==> src/rtl/pwv_pkg.sv <==
package pwv_pkg;

  // Strobes from the control FSM to the datapath.
  typedef struct packed {
    logic stageInit;   // stage an arming result for cmdSel
    logic stageCheck;  // stage a comparison result for cmdSel
    logic commit;      // write cycle finished: apply the staged value
  } pwvStrobe_t;

  localparam logic [7:0] POLL_CODE = 8'hBD;
  localparam int         CNT_W     = 8;
  localparam int         PW_W      = 24;

endpackage

==> src/rtl/pwv_control.sv <==
module pwv_control
  import pwv_pkg::*;
#(
  parameter int SEL_W        = 2,
  parameter int WRITE_CYCLES = 16
) (
  input  logic             clk,
  input  logic             rstN,
  input  logic             cmdValid,
  input  logic [SEL_W-1:0] cmdSel,
  input  logic             stopValid,
  input  logic             lockedSel,
  output pwvStrobe_t       strobe,
  output logic             busy
);

  localparam int CYC_W = $clog2(WRITE_CYCLES + 1);
  localparam logic [CYC_W-1:0] LAST_CYC = CYC_W'(WRITE_CYCLES - 1);

  typedef enum logic [1:0] {
    ST_IDLE,
    ST_ARMED,
    ST_WRITING
  } ctrlState_t;

  ctrlState_t       state;
  ctrlState_t       stateNext;
  logic [CYC_W-1:0] cycCnt;
  logic             pending;
  logic [SEL_W-1:0] pendSel;
  logic             accept;
  logic             isCheck;
  logic             cycDone;

  // Commands are only taken outside the write cycle.
  assign accept  = cmdValid && (state != ST_WRITING);
  // A comparison needs a pending arming for the same selector and an unlocked counter.
  assign isCheck = pending && (pendSel == cmdSel) && !lockedSel;
  assign cycDone = (state == ST_WRITING) && (cycCnt == LAST_CYC);

  always_comb begin
    strobe            = '0;
    strobe.stageInit  = accept && !isCheck;
    strobe.stageCheck = accept && isCheck;
    strobe.commit     = cycDone;
  end

  assign busy = (state == ST_WRITING);

  always_comb begin
    stateNext = state;
    unique case (state)
      ST_IDLE:    if (accept) stateNext = ST_ARMED;
      ST_ARMED:   if (stopValid) stateNext = ST_WRITING;
      ST_WRITING: if (cycDone) stateNext = ST_IDLE;
      default:    stateNext = ST_IDLE;
    endcase
  end

  always_ff @(posedge clk) begin
    if (!rstN) begin
      state  <= ST_IDLE;
      cycCnt <= '0;
    end else begin
      state <= stateNext;
      if (state == ST_WRITING) cycCnt <= cycDone ? '0 : cycCnt + 1'b1;
      else                     cycCnt <= '0;
    end
  end

  // Tracks which selector holds an armed check.
  always_ff @(posedge clk) begin
    if (!rstN) begin
      pending <= 1'b0;
      pendSel <= '0;
    end else if (accept) begin
      if (isCheck) begin
        pending <= 1'b0;
      end else begin
        pending <= !lockedSel;
        pendSel <= cmdSel;
      end
    end
  end

endmodule

==> src/rtl/pwv_datapath.sv <==
module pwv_datapath
  import pwv_pkg::*;
#(
  parameter int                    SEL_W   = 2,
  parameter int                    NUM_PW  = 4,
  parameter logic [NUM_PW*PW_W-1:0] PW_INIT = '0
) (
  input  logic                     clk,
  input  logic                     rstN,
  input  pwvStrobe_t               strobe,
  input  logic [SEL_W-1:0]         cmdSel,
  input  logic [PW_W-1:0]          cmdPw,
  input  logic                     pollEn,
  output logic                     lockedSel,
  output logic [NUM_PW*CNT_W-1:0]  cntAll,
  output logic [NUM_PW-1:0]        grant,
  output logic [CNT_W-1:0]         pollData
);

  localparam logic [CNT_W-1:0] CNT_FULL = '1;

  logic [CNT_W-1:0] cntArr [NUM_PW];
  logic [PW_W-1:0]  pwArr  [NUM_PW];

  logic [SEL_W-1:0] stIdx;
  logic [CNT_W-1:0] stVal;
  logic             stGrant;

  logic [CNT_W-1:0] selCnt;
  logic [CNT_W-1:0] armedVal;
  logic             pwMatch;

  assign selCnt    = cntArr[cmdSel];
  assign lockedSel = (selCnt == '0);
  // Lowest remaining 1 bit becomes 0.
  assign armedVal  = selCnt & (selCnt - 1'b1);
  assign pwMatch   = (pwArr[cmdSel] == cmdPw) && !lockedSel;

  // Staging register: holds the value to commit at the end of the write cycle.
  always_ff @(posedge clk) begin
    if (!rstN) begin
      stIdx   <= '0;
      stVal   <= CNT_FULL;
      stGrant <= 1'b0;
    end else if (strobe.stageInit) begin
      stIdx   <= cmdSel;
      stVal   <= lockedSel ? '0 : armedVal;
      stGrant <= 1'b0;
    end else if (strobe.stageCheck) begin
      stIdx   <= cmdSel;
      stVal   <= pwMatch ? CNT_FULL : selCnt;
      stGrant <= pwMatch;
    end
  end

  for (genvar i = 0; i < NUM_PW; i++) begin : gEntry
    logic hit;
    assign hit      = strobe.commit && (stIdx == SEL_W'(i));
    assign pwArr[i] = PW_INIT[i*PW_W +: PW_W];
    assign cntAll[i*CNT_W +: CNT_W] = cntArr[i];

    always_ff @(posedge clk) begin
      if (!rstN) begin
        cntArr[i] <= CNT_FULL;
        grant[i]  <= 1'b0;
      end else if (hit) begin
        cntArr[i] <= stVal;
        if (stGrant) grant[i] <= 1'b1;
      end
    end
  end

  assign pollData = pollEn ? cntArr[stIdx] : '0;

endmodule

==> src/rtl/pwd_verify.sv <==
module pwd_verify
  import pwv_pkg::*;
#(
  parameter int SET_BITS     = 1,
  parameter int WRITE_CYCLES = 16,
  parameter logic [(2**(SET_BITS+1))*24-1:0] PW_INIT =
    {24'hA15_5AA, 24'h2C_AA55, 24'h55A1_2C, 24'hAA2C_A1}
) (
  input  logic                         clk,
  input  logic                         rstN,
  input  logic                         cmdValid,
  input  logic [SET_BITS:0]            cmdSel,
  input  logic [23:0]                  cmdPw,
  input  logic                         stopValid,
  input  logic                         pollValid,
  input  logic [7:0]                   pollCode,
  output logic                         busy,
  output logic                         pollAck,
  output logic [7:0]                   pollData,
  output logic [(2**(SET_BITS+1))-1:0] grant
);

  localparam int SEL_W  = SET_BITS + 1;
  localparam int NUM_PW = 2 ** SEL_W;

  pwvStrobe_t               strobe;
  logic                     lockedSel;
  logic [NUM_PW*CNT_W-1:0]  cntAll;

  assign pollAck = pollValid && (pollCode == POLL_CODE) && !busy;

  pwv_control #(
    .SEL_W        (SEL_W),
    .WRITE_CYCLES (WRITE_CYCLES)
  ) u_ctrl (
    .clk       (clk),
    .rstN      (rstN),
    .cmdValid  (cmdValid),
    .cmdSel    (cmdSel),
    .stopValid (stopValid),
    .lockedSel (lockedSel),
    .strobe    (strobe),
    .busy      (busy)
  );

  pwv_datapath #(
    .SEL_W   (SEL_W),
    .NUM_PW  (NUM_PW),
    .PW_INIT (PW_INIT)
  ) u_dp (
    .clk       (clk),
    .rstN      (rstN),
    .strobe    (strobe),
    .cmdSel    (cmdSel),
    .cmdPw     (cmdPw),
    .pollEn    (pollAck),
    .lockedSel (lockedSel),
    .cntAll    (cntAll),
    .grant     (grant),
    .pollData  (pollData)
  );

endmodule

==> config.mk <==
export PLATFORM = sky130hd
export DESIGN_NAME = pwd_verify
export DESIGN_NICKNAME = d
export VERILOG_FILES = /design/src/rtl/pwv_pkg.sv /design/src/rtl/pwv_control.sv /design/src/rtl/pwv_datapath.sv /design/src/rtl/pwd_verify.sv
export SDC_FILE = /design/constraint.sdc
export NUM_CORES = 1
export LEC_CHECK = 0
export ABC_AREA = 1
export BUFFER_PORTS_ARGS = -buffer_cell sky130_fd_sc_hd__clkbuf_2
export CORE_ASPECT_RATIO = 1.4
export CORE_MARGIN = 2
export CORE_UTILIZATION = 25
export DETAILED_ROUTE_END_ITERATION = 7
export PLACE_DENSITY = 0.44
export SKIP_CTS_REPAIR_TIMING = 1
export SYNTH_ARGS = -nofsm -noshare
export SYNTH_HDL_FRONTEND = slang
export SYNTH_HIERARCHICAL = 1
export SYNTH_SLANG_ARGS = --single-unit
export TNS_END_PERCENT = 1
==> constraint.sdc <==
create_clock -name clk -period 4.8 [get_ports clk]
set_input_delay 1.44 -clock clk [delete_from_list [all_inputs] [get_ports clk]]
set_output_delay 1.44 -clock clk [all_outputs]
set_load 0.03 [all_outputs]
==> summary.md, run 1 <==
The run finished with clean final reports. Broken down by cell family, the worst path's largest delay share belongs to buffers and inverters. In the final routed layout, each cell accounts on average for 13.7 um. The area growth from synthesis to layout is 21.9%. The startpoint identified for the worst hold timing path is u_ctrl/cycCnt[0]. The share of post-route cells with drive strength above 1 is 14.7%, and the die height is 142 um.

The later pin in the worst-skew pair is clocked with a latency of 0.33 ns. The tools report the number of violations of the max-capacitance limit as 0. The number of cells on the worst reg-to-reg path is 16. The share of total power dissipated in combinational logic is 13.2%. The net switching power is 344 uW, and the maximum buffer depth of the clock tree is 2. CTS placed an instance of clkbuf_16 at the clock tree root.

After synthesis the netlist holds a flip-flop and latch count of 59. Most numerous cell on the critical path: clkbuf_2. Along the worst path, the maximum fanout reaches 8. The die is 102 um wide. In the synthesized netlist, the number of instances is 478.

Global routing used 14.5% of the available tracks across all layers. Final-report max-slew violation count: 0. Net switching is 25.5% of the power. The pre-CTS setup slack is 0.525 ns. The via count of the first global-routing pass is 3,023, and the async set-reset flop share out of synthesis is 0%. Part of the cycle the worst path needs: 85.8%. TritonCTS built the clock tree. Actual slew at the worst max-slew pin: 0.915 ns.

The pin count of the biggest net entering global routing is 21. The number of vias per cell came out at 4.36. The filler cells instantiated in the layout total 1,498.

For this design, the sink count on the clock tree is 59. Total wire length: 9.85 mm. The path class of the tightest hold or removal check is register to register. In this run, CTS created clock tree buffers numbering 9.

After floorplanning, the core was sized to cover 0.0133 sq mm. The worst setup path is captured at a primary output. The run gives 0.00150 sq mm as the sequential cell area in the final layout. Counting I/O delays and the setup requirement, the final critical path takes 4.12 ns. Clock-pin slew was measured on the worst setup and hold paths at 0.05 ns. The hold path depth was 1. Critical path's slowest cell: nor2_1. Buffers placed on the I/O ports in this run total 52. The tools report the achievable clock frequency as 0.243 GHz. Summed over all layers, the global routing overflow is 0. The logs give 0 for the antenna diode count and 0 for the post-route DRC violation count. The delay of the slowest cell on the worst path came out at 0.28 ns.

The multi-input combinational cells in the finished layout cover a total of 0.00162 sq mm. Summed over all failing endpoints, the final setup total negative slack is 0 ns. The worst clock skew on the final layout was 0.00405 ns; the worst supply voltage drop on vdd was 0.180 mV. The routed layout has 3,138 vias. Yosys mapped a number of flops with a built-in enable equal to 32. The net count of the finished layout is 581. Traced cell by cell, the critical path runs through clkbuf_2 -> nor2_2 -> nand3_1 -> nor2_1 -> inv_1 -> a21oi_1 -> clkbuf_2. The worst setup path is of the input pin to primary output kind.

Summed over all cells, the static leakage comes to 1.82 nW. The path with the worst hold slack has its endpoint at u_ctrl/cycCnt[0]. Headroom to the max-slew limit came out at 38.7%. The sequential-to-total area share from yosys stat is 44.4%, and the overall die area is 0.0145 sq mm.

Number of antenna violations at the first check in global routing: 0. The most used flip-flop cell after synthesis is edfxtp_1. In this run the mean area of a mapped cell was 7.07 sq um. The number of nets handed over by synthesis was 526. The run gives 0 as the hold violation count in the final report.

The cell depth of the worst setup path is 7. The congestion estimate from routability-driven global placement came to 0.865. After synthesis the cells add up to 0.00338 sq mm. The sequential cell fraction of total power was 41.5%. Together, buffers and inverters on the worst path number 3. Power spread over the standard cell area amounts to 328 mW/mm^2. The setup slack on the worst flop-to-flop path was 1.98 ns.

The worst register-to-register path begins at u_dp/cntArr[3][3]. After the first detailed-routing iteration, the DRC count stood at 184. The first global-routing pass estimated 15.7 mm of wire.

Once routing completed, OpenROAD measured the worst setup slack at 0.682 ns. Summed over all nets, the half-perimeter wirelength after detailed placement is 7.60 mm. For the number of standard-cell rows in the floorplan, the log shows 50. The count of H-tree levels built during CTS was 3; the number of warnings printed during yosys synthesis was 6. Setup repair after global routing left no endpoint under its margin.

The share of total power in the clock network was 45.3%; the number of endpoints failing setup at the final stage was 0. STA classifies the critical path startpoint as an input pin. For the worst setup path, the data arrival time is 2.68 ns. The number of different library cells used by synthesis comes to 28.

The detail route stage leaves a number of antenna-violating nets equal to 0. For this configuration, the core starts out at a cell density of 25.5%. Data on the critical path is required at its endpoint by 3.36 ns. The tools report the capture instance of the worst register-to-register path as u_dp/stVal[6].

The number of placed I/O pins is 53. The logs give 4 for the iteration count of the initial detailed-routing pass and 1.01 mW for the cell-internal power.
-- per-stage QoR --
stage	hold WS (ns)	instances	utilization [%]	power (mW)	cell area, sq um
6_report	0.441	720	31.1	1.35	4120
5_1_grt	0.484	720	31.1	1.41	4120
4_1_cts	0.448	720	31.1	1.36	4120
3_5_place_dp	0.436	704	29.0	0.749	3840
3_3_place_gp	0.431	704	29.0	0.746	3840
2_1_floorplan	0.418	478	-	0.687	3380
-- power groups by stage --
| stage | logic (mW) | clock network [mW] | registers, mW |
|---|---|---|---|
| final | 0.178 | 0.611 | 0.559 |
| after global routing | 0.206 | 0.646 | 0.561 |
| after CTS | 0.180 | 0.622 | 0.560 |
| after detailed placement | 0.179 | 0 | 0.569 |
| after global placement | 0.177 | 0 | 0.569 |
| after floorplan | 0.123 | 0 | 0.564 |
-- cell usage in the layout (no fill, tap or decap) --
master,Yosys,layout
a21boi_0,1,1
a21oi_1,25,25
a21oi_2,1,1
a22o_1,3,3
a31oi_1,1,1
buf_4,2,4
bufinv_16,0,1
clkbuf_1,7,4
clkbuf_16,0,9
clkbuf_2,0,52
clkinv_1,0,1
clkinv_2,0,1
dfxtp_1,27,27
edfxtp_1,32,32
ha_1,9,9
inv_1,50,50
inv_2,3,3
nand2_1,165,165
nand3_1,28,28
nand3_2,2,2
nand3_4,1,1
nand3b_1,1,1
nand4_1,1,1
nor2_1,73,73
nor2_2,3,3
nor2_4,2,2
nor3_1,4,4
nor3b_1,1,1
o21ai_0,28,28
o21bai_1,2,2
xnor2_1,1,1
xor2_1,2,2
-- cells in the mapped netlist (3+ instances only) --
cell type  number  area, sq um
o21ai_0        28          140
dfxtp_1        27          541
inv_2           3         11.3
ha_1            9          113
buf_2           3         15.0
nand3_1        28          140
nor3_1          4         20.0
a21oi_1        25          125
inv_1          50          188
edfxtp_1       32          961
nor2_1         73          274
nor2_2          3         18.8
clkbuf_1        7         26.3
nand2_1       165          619
a22o_1          3         26.3
-- sequential cells by signal, indices dropped and copies added, names as in the netlist, named ones only --
signal          cells
u_ctrl/pendSel      2
u_dp/cntArr        32
u_ctrl/cycCnt       5
u_dp/grant          4
u_dp/stVal          8
u_dp/stIdx          2
u_ctrl/pending      1
u_dp/stGrant        1
u_ctrl/state        2
-- cell type report --
type	count	share of cell area, %
Clock buffer	13	5.83
Clock inverter	3	0.942
Inverter	53	4.83
Multi-Input combinational cell	354	39.4
Sequential cell	59	36.5
Tap cell	182	5.53
Timing Repair Buffer	56	7.05
-- routing by layer --
layer	vias up	global-route usage (%)	share of wire, %
met1	1440	15.6	39
met5	-	0	0
li1	1630	-	-
met4	0	5.54	2.6
met3	16	2.86	3.3
met2	52	27.3	56
-- kinds of logic after synthesis --
family | after synthesis | synth area share, %
flip-flops | 59 | 44.4
adder cells (fa/ha/maj) | 9 | 3.33
AO/OA/AOI/OAI | 61 | 9.74
buffers and inverters | 65 | 7.56
XOR/XNOR | 3 | 0.778
AND/OR/NAND/NOR | 281 | 34.1
-- how the worst max path moves through the flow --
stage	slack (ns)	start	endpoint
CTS	0.64	pollCode[7]	pollData[0]
detailed placement	0.52	cmdSel[0]	u_dp/stVal[6]
finish	0.68	pollCode[6]	pollData[0]
global placement	0.59	cmdSel[0]	u_dp/stVal[6]
global route	0.49	cmdSel[0]	u_dp/stVal[6]
floorplan	0.56	pollCode[7]	pollData[0]
(Power assumes the default switching activity.)
==> run 2, diff against run 1 <==
Settings changed: MAX_ROUTING_LAYER set to met4.
==> run 2 against run 1 <==
- die area is the same
- first-iteration DRC count increased by 1.1%
- combinational power is essentially flat
- clock skew is essentially flat
- global-route usage is 0.41 points higher
- critical path type unchanged
- largest cell class unchanged
==> summary.md, run 2 (synthesis results as in run 1) <==
The run finished with clean final reports. The CTS root buffer was clkbuf_16 (unchanged). The number of buffers added on ports is 52 (unchanged), and the die height is 142 um (unchanged). For the number of placed I/O pins, the log shows 53 (unchanged). For the summed negative setup slack over all endpoints, the log shows 0 ns (unchanged). The worst supply voltage drop on vdd came out at 0.180 mV (about the same).

The worst setup path category is input pin to primary output (unchanged). The logs give 3,157 (was 3,138) for the via count and 21 (unchanged) for the pin count of the biggest net entering global routing. The number of antenna violations at the first check in global routing is 0 (unchanged).

The most numerous cell on the critical path is clkbuf_2 (unchanged). The number of clock buffers inserted by TritonCTS came out at 9 (unchanged). For the overall track demand over capacity in global routing, the log shows 15.0% (was 14.5%).

The final cell area excluding filler cells was 0.00412 sq mm (unchanged). The initial cell density of the core is 25.5% (unchanged). The worst endpoint required time is 3.36 ns (about the same). The count of H-tree levels built during CTS was 3 (unchanged). Worst hold path class: register to register (unchanged). For the data arrival time of the worst path, the log shows 2.68 ns (about the same). The wire length per cell is 13.8 um (was 13.7 um), and the number of violations of the max-capacitance limit is 0 (unchanged).

For the via count of the first global-routing pass, the log shows 3,020 (was 3,023). Worst clock skew on the final layout: 0.00442 ns (was 0.00405 ns). The overall die width came out at 102 um (unchanged). The element type at the critical path start is an input pin (unchanged). The tools report the worst slew slack as a fraction of its limit as 38.3% (was 38.7%).

The critical path's slowest cell was nor2_1 (unchanged). The global-route wire length before repair is 15.7 mm (unchanged), and the post-synthesis to final-layout area growth is 21.9% (unchanged). TritonCTS built the clock tree. The count of antenna-violating nets left after detailed routing came out at 0 (unchanged).

The capturing element type of the critical path was a primary output (unchanged). The final-report max-slew violation count was 0 (unchanged); the number of vias per cell was 4.38 (was 4.36). For the final-layout fill cell count, the log shows 1,498 (unchanged). The number of flip-flops under the largest register name was 32 (unchanged).

The post-route DRC violation count was 0 (unchanged). The core region area is 0.0133 sq mm (unchanged). Number of DRC markers in iteration 0: 186 (was 184). The shortest clock period the worst path allows after layout came out at 4.12 ns (about the same). The most common cell after layout, fill and taps aside is nand2_1 (unchanged). Final weighted congestion in routability-driven placement: 0.879 (was 0.865). Cell breakdown of the critical path: clkbuf_2 -> nor2_2 -> nand3_1 -> nor2_1 -> inv_1 -> a21oi_1 -> clkbuf_2 (unchanged).

The logs give 581 (unchanged) for the net total in the final layout and 0.00384 sq mm (unchanged) for the area after detailed placement. Antenna diode count: 0 (unchanged). Commonest cells after routing, fill and taps aside: nand2_1 (165), nor2_1 (73), clkbuf_2 (52) (unchanged). The achievable clock frequency is 0.243 GHz (about the same).

Setup repair after global routing left no endpoint under its margin. The insertion delay of the later-clocked pin in the worst-skew pair was 0.33 ns (about the same); the total wire length was 9.91 mm (was 9.85 mm). The run gives 0 (unchanged) as the remaining global-route overflow.

The actual slew at the worst max-slew pin is 0.922 ns (was 0.915 ns), and the CTS clock-pin slew for the worst setup and hold paths is 0.05 ns (about the same). Power density over the cells: 327 mW/mm^2 (was 328 mW/mm^2). The number of standard-cell rows in the floorplan was 50 (unchanged).

Largest registers ranked by flip-flop count: u_dp/cntArr x32, u_dp/stVal x8, u_ctrl/cycCnt x5 (unchanged). The share of post-route cells with drive strength above 1 came out at 14.7% (unchanged). The part of the cycle the worst path needs came out at 85.8% (about the same). The tools report the hold violation count in the final report as 0 (unchanged). For the final HPWL from detailed placement, the log shows 7.60 mm (unchanged). The leakage power is 1.82 nW (unchanged), and the iteration count of the initial detailed-routing pass is 4 (unchanged). The TritonCTS sink count was 59 (unchanged); the final core area utilization was 31.1% (unchanged).

The top register by number of flip-flops is u_dp/cntArr (unchanged). The number of endpoints failing setup at the final stage was 0 (unchanged); the largest fanout of any net on the critical path was 8 (unchanged). The logs give 0.0145 sq mm (unchanged) for the overall die area and 2 (unchanged) for the maximum buffer depth of the clock tree. The delay of the slowest cell on the worst path came out at 0.27 ns (was 0.28 ns).
## run 2: final timing paths
check               startpoint               end  slack, ns  depth (start not counted)
max                pollCode[6]       pollData[0]       0.68                          7
min           u_ctrl/cycCnt[0]  u_ctrl/cycCnt[0]       0.44                          1
max reg2reg  u_dp/cntArr[3][3]     u_dp/stVal[6]       1.97                         16
min reg2reg   u_ctrl/cycCnt[0]  u_ctrl/cycCnt[0]       0.44                          1
## run 2: per-layer routing
| layer | GRT usage, % | up-vias | share of wire (%) |
|---|---|---|---|
| met4 | 5.54 | 0 | 2.4 |
| met2 | 27.3 | 51 | 56 |
| li1 | - | 1630 | - |
| met3 | 2.86 | 15 | 3.1 |
| met1 | 15.6 | 1461 | 39 |
| met5 | - | - | 0 |
## run 2: stage by stage
stage | worst slack, ns | instances | hold slack, ns | power [mW]
floorplan | 0.563 | 478 | 0.418 | 0.687
global placement | 0.595 | 704 | 0.431 | 0.746
detailed placement | 0.525 | 704 | 0.436 | 0.749
CTS | 0.636 | 720 | 0.448 | 1.36
global route | 0.489 | 720 | 0.484 | 1.41
finish | 0.680 | 720 | 0.441 | 1.35
## run 2: area by class of cell
class	instances	area (sq um)	share of cell area [%]
multi-input combinational	354	1620	39.4
inverter	53	199	4.83
tap	182	228	5.53
clock inverter	3	38.8	0.942
timing repair buffer	56	290	7.05
clock buffer	13	240	5.83
sequential	59	1500	36.5
## run 2: power breakdown
| part | internal (mW) | leakage, nW | switching (mW) |
|---|---|---|---|
| Sequential | 0.547 | 0.438 | 0.0122 |
| Clock | 0.399 | 0.135 | 0.212 |
| Combinational | 0.0587 | 1.24 | 0.120 |
| Total | 1.01 | 1.82 | 0.344 |
## run 2: worst max-delay path, delay by kind of cell
| family | cells | cell delay [ns] |
|---|---|---|
| buf+inv | 3 | 0.58 |
| compound gates | 1 | 0.23 |
| simple gates | 3 | 0.43 |
